==> src/rtl/bcs_pkg.sv <==
package bcs_pkg;
    typedef enum logic [1:0] {
        ST_IDLE  = 2'd0,
        ST_FIXED = 2'd1,
        ST_ROW   = 2'd2
    } seq_state_e;

    localparam logic [2:0] LEN_ROW_MIN = 3'd4;
endpackage

==> src/rtl/bcs_ctrl.sv <==
module bcs_ctrl
    import bcs_pkg::*;
#(
    parameter int COL_W = 9
) (
    input  logic             clk,
    input  logic             rst_n,
    input  logic             start_i,
    input  logic [2:0]       len_code_i,
    input  logic             order_i,
    input  logic             stop_i,
    output logic [COL_W-1:0] beat_o,
    output logic [COL_W-1:0] mask_o,
    output logic             inter_o,
    output logic             row_o,
    output logic             valid_o,
    output logic             last_o,
    output logic             err_o
);
    seq_state_e       state_q, state_d;
    logic [COL_W-1:0] beat_q;
    logic [COL_W-1:0] mask_q;
    logic [COL_W-1:0] mask_new;
    logic             inter_q;
    logic             err_q;
    logic             is_row;

    assign is_row   = (len_code_i >= LEN_ROW_MIN);
    assign mask_new = is_row ? {COL_W{1'b1}}
                             : (({{(COL_W-1){1'b0}}, 1'b1} << len_code_i[1:0]) - 1'b1);

    always_comb begin
        state_d = state_q;
        if (start_i) begin
            state_d = is_row ? ST_ROW : ST_FIXED;
        end else begin
            unique case (state_q)
                ST_IDLE:  state_d = ST_IDLE;
                ST_FIXED: state_d = (stop_i || beat_q == mask_q) ? ST_IDLE : ST_FIXED;
                ST_ROW:   state_d = stop_i ? ST_IDLE : ST_ROW;
                default:  state_d = ST_IDLE;
            endcase
        end
    end

    always_ff @(posedge clk or negedge rst_n) begin
        if (!rst_n) state_q <= ST_IDLE;
        else        state_q <= state_d;
    end

    always_ff @(posedge clk or negedge rst_n) begin
        if (!rst_n) begin
            beat_q  <= '0;
            mask_q  <= '0;
            inter_q <= 1'b0;
            err_q   <= 1'b0;
        end else if (start_i) begin
            beat_q  <= '0;
            mask_q  <= mask_new;
            inter_q <= order_i && !is_row;
            err_q   <= order_i && is_row;
        end else begin
            beat_q  <= beat_q + 1'b1;
            err_q   <= 1'b0;
        end
    end

    assign beat_o  = beat_q;
    assign mask_o  = mask_q;
    assign inter_o = inter_q;
    assign row_o   = (state_q == ST_ROW);
    assign valid_o = (state_q != ST_IDLE);
    assign last_o  = (state_q == ST_FIXED) && (beat_q == mask_q);
    assign err_o   = err_q;

    AST_LAST_HAS_VALID: assert property (@(posedge clk) disable iff (!rst_n)
        last_o |-> valid_o);
    AST_END_AFTER_LAST: assert property (@(posedge clk) disable iff (!rst_n)
        (last_o && !start_i) |=> !valid_o);
    AST_STOP_ENDS: assert property (@(posedge clk) disable iff (!rst_n)
        (stop_i && !start_i) |=> !valid_o);
    AST_ERR_ONE_CYCLE: assert property (@(posedge clk) disable iff (!rst_n)
        (err_o && !start_i) |=> !err_o);
    AST_ROW_NO_LAST: assert property (@(posedge clk) disable iff (!rst_n)
        row_o |-> !last_o);
endmodule

==> src/rtl/bcs_addr.sv <==
module bcs_addr #(
    parameter int COL_W = 9
) (
    input  logic             clk,
    input  logic             rst_n,
    input  logic             load_i,
    input  logic [COL_W-1:0] col_i,
    input  logic [COL_W-1:0] beat_i,
    input  logic [COL_W-1:0] mask_i,
    input  logic             inter_i,
    input  logic             row_i,
    input  logic             valid_i,
    output logic [COL_W-1:0] col_o
);
    logic [COL_W-1:0] base_q;
    logic [COL_W-1:0] offset;

    always_ff @(posedge clk or negedge rst_n) begin
        if (!rst_n)      base_q <= '0;
        else if (load_i) base_q <= col_i;
    end

    assign offset = inter_i ? (base_q ^ beat_i) : (base_q + beat_i);
    assign col_o  = (base_q & ~mask_i) | (offset & mask_i);

    AST_BLOCK_FIXED: assert property (@(posedge clk) disable iff (!rst_n)
        (valid_i && !load_i) |=> ((col_o & ~mask_i) == $past(col_o & ~mask_i)));
    AST_ROW_STEP: assert property (@(posedge clk) disable iff (!rst_n)
        (row_i && valid_i && !load_i) |=> (!valid_i || (col_o - $past(col_o)) == COL_W'(1)));
endmodule

==> src/rtl/burst_col_seq.sv <==
module burst_col_seq #(
    parameter int COL_W = 9
) (
    input  logic             clk,
    input  logic             rst_n,
    input  logic             start_i,
    input  logic [COL_W-1:0] start_col_i,
    input  logic [2:0]       len_code_i,
    input  logic             order_i,
    input  logic             stop_i,
    output logic [COL_W-1:0] beat_col_o,
    output logic             beat_valid_o,
    output logic             beat_last_o,
    output logic             type_err_o
);
    logic [COL_W-1:0] beat;
    logic [COL_W-1:0] mask;
    logic             inter;
    logic             row;

    bcs_ctrl #(.COL_W(COL_W)) u_ctrl (
        .clk(clk), .rst_n(rst_n), .start_i(start_i), .len_code_i(len_code_i),
        .order_i(order_i), .stop_i(stop_i), .beat_o(beat), .mask_o(mask),
        .inter_o(inter), .row_o(row), .valid_o(beat_valid_o),
        .last_o(beat_last_o), .err_o(type_err_o)
    );

    bcs_addr #(.COL_W(COL_W)) u_addr (
        .clk(clk), .rst_n(rst_n), .load_i(start_i), .col_i(start_col_i),
        .beat_i(beat), .mask_i(mask), .inter_i(inter), .row_i(row),
        .valid_i(beat_valid_o), .col_o(beat_col_o)
    );
endmodule

==> config.mk <==
export PLATFORM = sky130hd
export DESIGN_NAME = burst_col_seq
export DESIGN_NICKNAME = d
export VERILOG_FILES = /design/src/rtl/bcs_pkg.sv /design/src/rtl/bcs_ctrl.sv /design/src/rtl/bcs_addr.sv /design/src/rtl/burst_col_seq.sv
export SDC_FILE = /design/constraint.sdc
export NUM_CORES = 1
export LEC_CHECK = 0
export ABC_AREA = 1
export BUFFER_PORTS_ARGS = -buffer_cell sky130_fd_sc_hd__buf_4
export CAP_MARGIN = 20
export CORE_MARGIN = 2
export CORE_UTILIZATION = 40
export DETAILED_ROUTE_END_ITERATION = 10
export PLACE_DENSITY_LB_ADDON = 0.15
export SKIP_CTS_REPAIR_TIMING = 1
export SYNTH_ARGS = -nofsm -noshare
export SYNTH_HDL_FRONTEND = slang
export SYNTH_SLANG_ARGS = --single-unit
==> constraint.sdc <==
create_clock -name clk -period 1.8 [get_ports clk]
set_input_delay 0.09 -clock clk [delete_from_list [all_inputs] [get_ports clk]]
set_output_delay 0.09 -clock clk [all_outputs]
set_load 0.02 [all_outputs]
# Yosys cells after proc, flatten, opt, wreduce, memory -nomap -nowiden
# Index checks and enable logic that the tools add are counted.
[word_totals]
input_bits = 17
reg_bits = 31
[classes]
n_bitwise = 5
n_eq_ne = 3
n_mux = 9
reduce_logical = 6
n_shift = 1
n_addsub = 3
magnitude_cmp = 1
[ops]
columns = ["operator", "count"]
rows = [
  ["$mux W9", 3],
  ["$and A9 B9 Y9", 2],
  ["$add A9 B1 Y9 const B", 1],
  ["$add A9 B9 Y9", 1],
  ["$eq A9 B9 Y1", 1],
  ["$not A9 Y9", 1],
  ["$or A9 B9 Y9", 1],
  ["$shl A1 B2 Y9 const A", 1],
  ["$sub A9 B1 Y9 const B", 1],
  ["$xor A9 B9 Y9", 1],
  ["$mux W2", 3],
  ["$pmux W2 S2", 1],
  ["$ge A3 B3 Y1 const B", 1],
  ["$logic_and A1 B1 Y1", 3],
  ["$eq A2 B1 Y1 const B", 1],
  ["$eq A2 B2 Y1 const B", 1],
  ["$mux W1", 2],
  ["$reduce_bool A2 Y1", 1],
  ["$logic_not A1 Y1", 1],
  ["$logic_or A1 B1 Y1", 1],
]

# Depth between registers and ports, before layout
# Gate-level depths: netlist of the first run.
[logic_depth]
ltp_word = 5
depth_mapped = 12
depth_no_buf = 12

# By module
# A second synthesis of the first run with hierarchy kept.
[hier_totals]
cells_unflattened = 260
area_unflattened_um2 = 1938.1
[modules_own_cells]
columns = ["mod", "n_inst", "cells_per_inst", "area_per_inst_um2"]
rows = [
  ["bcs_ctrl", 1, 134, 1079.8],
  ["bcs_addr", 1, 126, 858.3],
]

# Worst setup path after synthesis of the first run
# No wires, ideal clock.
[synth_path]
path_kind = "register to output"
startpoint = "register u_ctrl.beat_q[0] (netlist: u_ctrl.beat_o[0])"
endpoint = "output beat_col_o[8]"
t_required_ns = 1.710
stages_incl_launch_ff = 13
path_buffers = 0
t_arrival_ns = 1.691
path_slack_ns = 0.019
cell_sequence = "dfrtp_1 ha_1 inv_1 fa_1 nor2_2 nand3_1 nand2_2 nand2_2 nand2_1 nand2_1 nand3_1 nand2_1 nand2_1"
[synth_between]
elab_chain_len = 4
[synth_lines]
columns = ["element", "line", "source"]
rows = [
  ["start, declared", "bcs_ctrl.sv:21", "logic [COL_W-1:0] beat_q;"],
  ["start signal, assigned", "bcs_ctrl.sv:63", "beat_q <= beat_q + 1'b1;"],
  ["$add A9 B9 Y9", "bcs_addr.sv:23", "assign offset = inter_i ? (base_q ^ beat_i) : (base_q + beat_i);"],
  ["$mux W9", "bcs_addr.sv:23", ""],
  ["$and A9 B9 Y9", "bcs_addr.sv:24", "assign col_o = (base_q & ~mask_i) | (offset & mask_i);"],
  ["$or A9 B9 Y9", "bcs_addr.sv:24", ""],
  ["end, declared", "burst_col_seq.sv:11", "output logic [COL_W-1:0] beat_col_o,"],
]
# No other way between the ends.

# Worst setup path after layout of the first run
[layout_path]
startpoint = "register u_addr.base_q[0]"
endpoint = "output beat_col_o[8]"
[layout_between]
elab_chain_len = 4
[layout_lines]
columns = ["element", "line", "source"]
rows = [
  ["start, declared", "bcs_addr.sv:15", "logic [COL_W-1:0] base_q;"],
  ["start signal, assigned", "bcs_addr.sv:20", "else if (load_i) base_q <= col_i;"],
  ["$add A9 B9 Y9", "bcs_addr.sv:23", ""],
  ["$mux W9", "bcs_addr.sv:23", ""],
  ["$and A9 B9 Y9", "bcs_addr.sv:24", ""],
  ["$or A9 B9 Y9", "bcs_addr.sv:24", ""],
]
# No other way between the ends.

==> results of run 1 <==
cells in the mapped netlist:
cell / count / area (sq um)
nand2_1: 72 / 270
dfrtp_1: 29 / 726
inv_1: 27 / 101
o21ai_0: 15 / 75.1
ha_1: 13 / 163
a21oi_1: 12 / 60.1
nor2_1: 12 / 45.0
nand3_1: 11 / 55.1
inv_2: 6 / 22.5
xor2_1: 6 / 52.6
nand2_2: 4 / 25.0
nor3_1: 4 / 20.0
buf_2: 3 / 15.0
nand4_1: 3 / 18.8
nor3_2: 3 / 30.0
o21ai_1: 3 / 15.0
o22ai_1: 3 / 18.8
nor2_2: 2 / 12.5
xnor2_1: 2 / 17.5
a22oi_1: 1 / 7.51
a31oi_1: 1 / 6.26
and3_1: 1 / 6.26
clkbuf_1: 1 / 3.75
fa_1: 1 / 20.0
nand3_2: 1 / 10.0
nand3b_1: 1 / 7.51
o211ai_1: 1 / 7.51
o31ai_1: 1 / 7.51
how the worst min path moves through the flow:
stage / slack, ns / end / from
2_1_floorplan: -0.21 / u_addr.base_q[0]$_DFFE_PN0P_ / rst_n
3_3_place_gp: 0.04 / u_ctrl.beat_o[1]$_DFF_PN0_ / rst_n
3_5_place_dp: 0.05 / u_ctrl.beat_o[1]$_DFF_PN0_ / rst_n
4_1_cts: -0.26 / u_addr.base_q[3]$_DFFE_PN0P_ / rst_n
5_1_grt: 0.01 / u_addr.base_q[7]$_DFFE_PN0P_ / start_col_i[7]
6_report: 0.008 / u_addr.base_q[7]$_DFFE_PN0P_ / start_col_i[7]
through the flow:
stage / setup WS, ns / area [sq um]
final: -0.302 / 2550
after global routing: -0.433 / 2550
after CTS: -0.332 / 2230
after detailed placement: -0.0150 / 2130
after global placement: 0.0223 / 2130
after floorplan: 0.0195 / 1820
kinds of logic (layout without fill, tap and decap cells):
kind of cell,Yosys count,count (layout),synth area share
AOI/OAI and AO/OA,37,37,0.109
xor gates and xnor gates,8,8,0.0385
adders and majority gates,14,14,0.100
buffers and inverters,37,91,0.0784
DFF,29,29,0.399
and+or+nand+nor,114,114,0.275
worst register-to-register path, delay by kind of cell (launching register included):
family	cells	cell delay, ns
buffers and inverters	3	0.32
AND/OR/NAND/NOR	5	0.28
XOR/XNOR	1	0.15
flip-flops	1	0.38
adder cells (fa/ha/maj)	1	0.23
per-layer routing:
layer / share of wire / wire (um) / global-route usage
met1: 0.48 / 2220 / 0.256
met2: 0.48 / 2220 / 0.269
met3: 0.030 / 138 / 0.0436
met4: 0.0080 / 37 / 0.0629
met5: 0 / 0 / 0
state kept, by name (all words and copies together), names as in the netlist:
name            cells
u_ctrl.mask_o       7
u_ctrl.err_o        1
u_addr.base_q       9
u_ctrl.inter_o      1
u_ctrl.state_q      2
u_ctrl.beat_o       9
cell type report:
type,count,area share
inverter,33,0.0486
tap,52,0.0255
multi-input combinational,173,0.444
clock inverter,1,0.00196
clock buffer,7,0.0378
sequential,29,0.286
timing repair buffer,50,0.157
power by group:
group / switching [W] / internal [W] / leakage [nW]
clock: 0.000249 / 0.000345 / 0.0542
sequential: 0.0000447 / 0.000695 / 0.359
combinational: 0.000265 / 0.000233 / 0.853
total: 0.000559 / 0.00127 / 1.27
==> results.py, run 1 <==
metrics = {
    "power_and_ir_drop": {
        "ir_worst_vdd_v": 0.000320,
        "power.leakage_nw": 1.27,
        "p_per_area_nw_per_um2": 719,
        "power.total_w": 0.00183,
    },
    "detailed_routing": {
        "wl_per_cell_um": 13.4,
        "ant_nets": 0,
        "totalWireLength_um": 4620,
        "drc": 0,
        "drtPass1Iterations": 4,
        "routed-via-count": 1717,
        "vias_per_cell": 4.98,
        "drt-initial-drc-count": 102,
    },
    "layout": {
        "layout.nets": 323,
        "seq_area_sq_um": 728,
        "utilization": 0.586,
        "multiInputGateArea_sq_um": 1130,
        "drive_above_1_share": 0.352,
        "area_growth_pct": 40.2,
        "final_common_cell": "nand2_1",
        "n_antenna_cell": 0,
        "fin_cells": 345,
        "layout_common_cells": "nand2_1, buf_4, dfrtp_1",
        "fillerInstances": 399,
    },
    "setup_path": {
        "cp-start-kind": "flip-flop",
        "rr_worst_depth": 10,
        "cp-endpoint": "beat_col_o[8]",
        "cp_num_cells": 13,
        "slowest_stage": "dfrtp_1",
        "regToRegStartpoint": "u_ctrl.beat_o[0]$_DFF_PN0_",
        "required_ns": 1.71,
        "rrSetupSlack_ns": 0.33,
        "slowest_delay_ns": 0.35,
        "cp_max_fo": 3,
        "worstSetupEndpointType": "output pin",
        "worstPathArrival_ns": 2.01,
        "crit_chain": "ha_2, inv_2, fa_2, nor2_2, nand3_1, nand2_2, nand2_2, nand2_1, nand2_1, nand3_1, nand2_1, nand2_1, buf_6",
        "path_common_cell": "nand2_1",
        "cp_num_buf_inv": 2,
        "reg2reg_to": "u_ctrl.beat_o[6]$_DFF_PN0_",
        "crit_start": "u_addr.base_q[0]$_DFFE_PN0P_",
        "worst-setup-path-type": "flip-flop to output pin",
        "cp_top_family": "simple AND/OR/NAND/NOR gates",
    },
    "global_route": {
        "grt_max_degree": 30,
        "track_usage": 0.180,
        "grt_pass1_vias": 1545,
        "antenna_found_initial": 0,
        "grt_pass1_wl_um": 7090,
        "gr-total-overflow": 0,
    },
    "floorplanning": {
        "die_area_sq_um": 5100,
        "die_w_um": 71.4,
        "die_h_um": 71.4,
        "core_area_sq_um": 4350,
        "start_util": 0.418,
        "rows": 24,
        "io_pins": 29,
    },
    "logic_synthesis": {
        "synth.distinct_cells": 28,
        "synth_seq_cells": 29,
        "syn_area_sq_um": 1820,
        "syn_nets": 270,
        "yosysSeqAreaShare": 0.399,
        "yosys_warnings": 0,
        "syn_inst": 239,
        "syn_avg_cell_area_sq_um": 7.61,
    },
    "clock_tree": {
        "cts_tree": "yes",
        "clkLatencyLatePin_ns": 0.28,
        "cts.sinks": 29,
        "cts_max_level": 2,
        "cts_root_buf": "clkbuf_8",
        "numCtsBuffers": 5,
        "path_clk_slew_ns": 0.06,
        "clock_path_buffers": 2,
    },
    "sta": {
        "clock.fmax_ghz": 0.476,
        "rsz0062_at_grt": "true",
        "finalSetupTns_ns": -1.14,
        "slew_headroom": 0.741,
        "final_max_slew_viol_count": 0,
        "setup_ws_ns": -0.302,
        "setup_viol": 8,
        "skew_ns": 0.00190,
        "fin_crit_ns": 2.10,
        "period_share": 1.17,
        "tightest_slew_ns": 0.389,
        "timing.final.hold_violations": 0,
        "timing.hold.ws_ns": 0.00752,
    },
    "place": {
        "placed_cells": 322,
        "gp_congestion": 0.817,
        "io_buffers": 28,
        "place_hpwl_um": 3130,
    },
    "outcome": {
        "status": "finished with violations",
        "violations": "setup timing",
    },
    "flow_run": {
        "max_cap_viol_count": 0,
    },
    "worst_hold_path": {
        "hp-class": "primary input to flip-flop",
        "min_path_cells": 3,
    },
}
No activity file was read; power rests on OpenSTA's default activity.
==> run 2, diff against run 1 <==
MAX_ROUTING_LAYER = met4   (was unset)
==> run 2 against run 1 <==
The run still ends with setup timing left. Die area is the same. Non-clock buffer count is the same. Global-route usage grew 0.54 points.
==> results.py, run 2 (synthesized netlist as in run 1, its figures left out) <==
metrics = {
    "outcome": {
        "status": "finished with violations",
        "violations": "setup timing",
    },
    "global_route": {
        "gr-total-overflow": 0,
        "grt_pass1_wl_um": 7070,
        "use_met3": 0.0436,
        "grt_pass1_vias": 1548,
        "antenna_found_initial": 0,
        "use_met1": 0.255,
        "grt_most_used_layer": "met2",
        "grt_util_met2": 0.270,
        "grt_max_degree": 30,
        "track_usage": 0.185,
    },
    "power_and_ir_drop": {
        "ir_worst_vdd_v": 0.000320,
        "power.leakage_nw": 1.27,
        "p_per_area_nw_per_um2": 719,
    },
    "sta": {
        "setup_viol": 8,
        "rsz0062_at_grt": "true",
        "setup_ws_ns": -0.300,
        "skew_ns": 0.00282,
        "timing.final.hold_violations": 0,
        "fin_crit_ns": 2.10,
        "slew_headroom": 0.743,
        "timing.hold.ws_ns": 0.00583,
        "tightest_slew_ns": 0.386,
        "period_share": 1.17,
        "final_max_slew_viol_count": 0,
        "clock.fmax_ghz": 0.476,
    },
    "setup_path": {
        "crit_chain": "ha_2, inv_2, fa_2, nor2_2, nand3_1, nand2_2, nand2_2, nand2_1, nand2_1, nand3_1, nand2_1, nand2_1, buf_6",
        "slowest_stage": "dfrtp_1",
        "cp-start-kind": "flip-flop",
        "slowest_delay_ns": 0.35,
        "cp_max_fo": 3,
        "worstPathArrival_ns": 2.01,
        "cp_top_family": "simple AND/OR/NAND/NOR gates",
        "cp_num_buf_inv": 2,
        "path_common_cell": "nand2_1",
        "required_ns": 1.71,
        "worst-setup-path-type": "flip-flop to output pin",
        "worstSetupEndpointType": "output pin",
    },
    "flow_run": {
        "max_cap_viol_count": 0,
    },
    "place": {
        "place_hpwl_um": 3130,
        "io_buffers": 28,
        "place_area_sq_um": 2130,
        "gp_congestion": 0.829,
    },
    "layout": {
        "postLayoutCellArea_sq_um": 2550,
        "n_antenna_cell": 0,
        "drive_above_1_share": 0.352,
        "area_growth_pct": 40.2,
        "layout.nets": 323,
        "layout_common_cells": "nand2_1, buf_4, dfrtp_1",
        "final_common_cell": "nand2_1",
        "seq_area_sq_um": 728,
        "fillerInstances": 399,
        "multiInputGateArea_sq_um": 1130,
    },
    "detailed_routing": {
        "vias_per_cell": 4.98,
        "drc": 0,
        "ant_nets": 0,
        "wl_per_cell_um": 13.4,
        "drtPass1Iterations": 4,
        "routed-via-count": 1717,
        "drt-initial-drc-count": 99,
        "totalWireLength_um": 4620,
    },
    "clock_tree": {
        "cts_tree": "yes",
        "cts_max_level": 2,
        "cts_root_buf": "clkbuf_8",
        "path_clk_slew_ns": 0.06,
        "clock_path_buffers": 2,
        "numCtsBuffers": 5,
        "cts.sinks": 29,
        "clkLatencyLatePin_ns": 0.28,
    },
    "floorplanning": {
        "start_util": 0.418,
        "rows": 24,
        "die_area_sq_um": 5100,
        "io_pins": 29,
        "core_area_sq_um": 4350,
        "die_h_um": 71.4,
        "die_w_um": 71.4,
    },
    "worst_hold_path": {
        "hp-class": "primary input to flip-flop",
    },
}
run 2: cell type report:
type                            count  share of cell area
Multi-Input combinational cell    173               0.444
Sequential cell                    29               0.286
Timing Repair Buffer               50               0.157
Tap cell                           52              0.0255
Inverter                           33              0.0486
Clock inverter                      1             0.00196
Clock buffer                        7              0.0378
run 2: path summary, 6_finish.rpt:
check | startpoint | to | slack (ns) | cells after the start
max | u_addr.base_q[0]$_DFFE_PN0P_ | beat_col_o[8] | -0.30 | 13
min | start_col_i[7] | u_addr.base_q[7]$_DFFE_PN0P_ | 0.006 | 3
max reg2reg | u_ctrl.beat_o[0]$_DFF_PN0_ | u_ctrl.beat_o[6]$_DFF_PN0_ | 0.33 | 10
min reg2reg | u_addr.base_q[7]$_DFFE_PN0P_ | u_addr.base_q[7]$_DFFE_PN0P_ | 0.52 | 2
max in group asynchronous | rst_n | u_addr.base_q[4]$_DFFE_PN0P_ | 1.22 | 2
min in group asynchronous | rst_n | u_ctrl.mask_o[0]$_DFFE_PN0P_ | 0.28 | 2
run 2: where the power goes:
part | internal (W) | total, W | switching [W]
clock network | 0.000345 | 0.000595 | 0.000250
registers | 0.000695 | 0.000740 | 0.0000446
logic | 0.000233 | 0.000498 | 0.000265
run 2: layer usage:
layer	vias up	wire length, um
met2	31	2220
met4	0	43
li1	872	-
met3	4	143
met1	810	2210
met5	-	0
run 2: metrics by stage:
| stage | worst slack (ns) | power, W | utilization | TNS, ns | std cells |
|---|---|---|---|---|---|
| global placement | 0.0223 | 0.00112 | 0.489 | 0 | 322 |
| global route | -0.433 | 0.00193 | 0.586 | -2.03 | 345 |
| detailed placement | -0.0150 | 0.00113 | 0.489 | -0.0245 | 322 |
| CTS | -0.332 | 0.00173 | 0.512 | -1.44 | 330 |
| floorplan | 0.0195 | 0.000964 | - | 0 | 239 |
| finish | -0.300 | 0.00183 | 0.586 | -1.14 | 345 |
run 2: worst reg2reg max path: cells and delay by family, from the launching register on:
kind          cells  cell delay [ns]
flops             1             0.38
buf+inv           3             0.32
xor+xnor          1             0.15
simple gates      5             0.28
fa+ha+maj         1             0.23
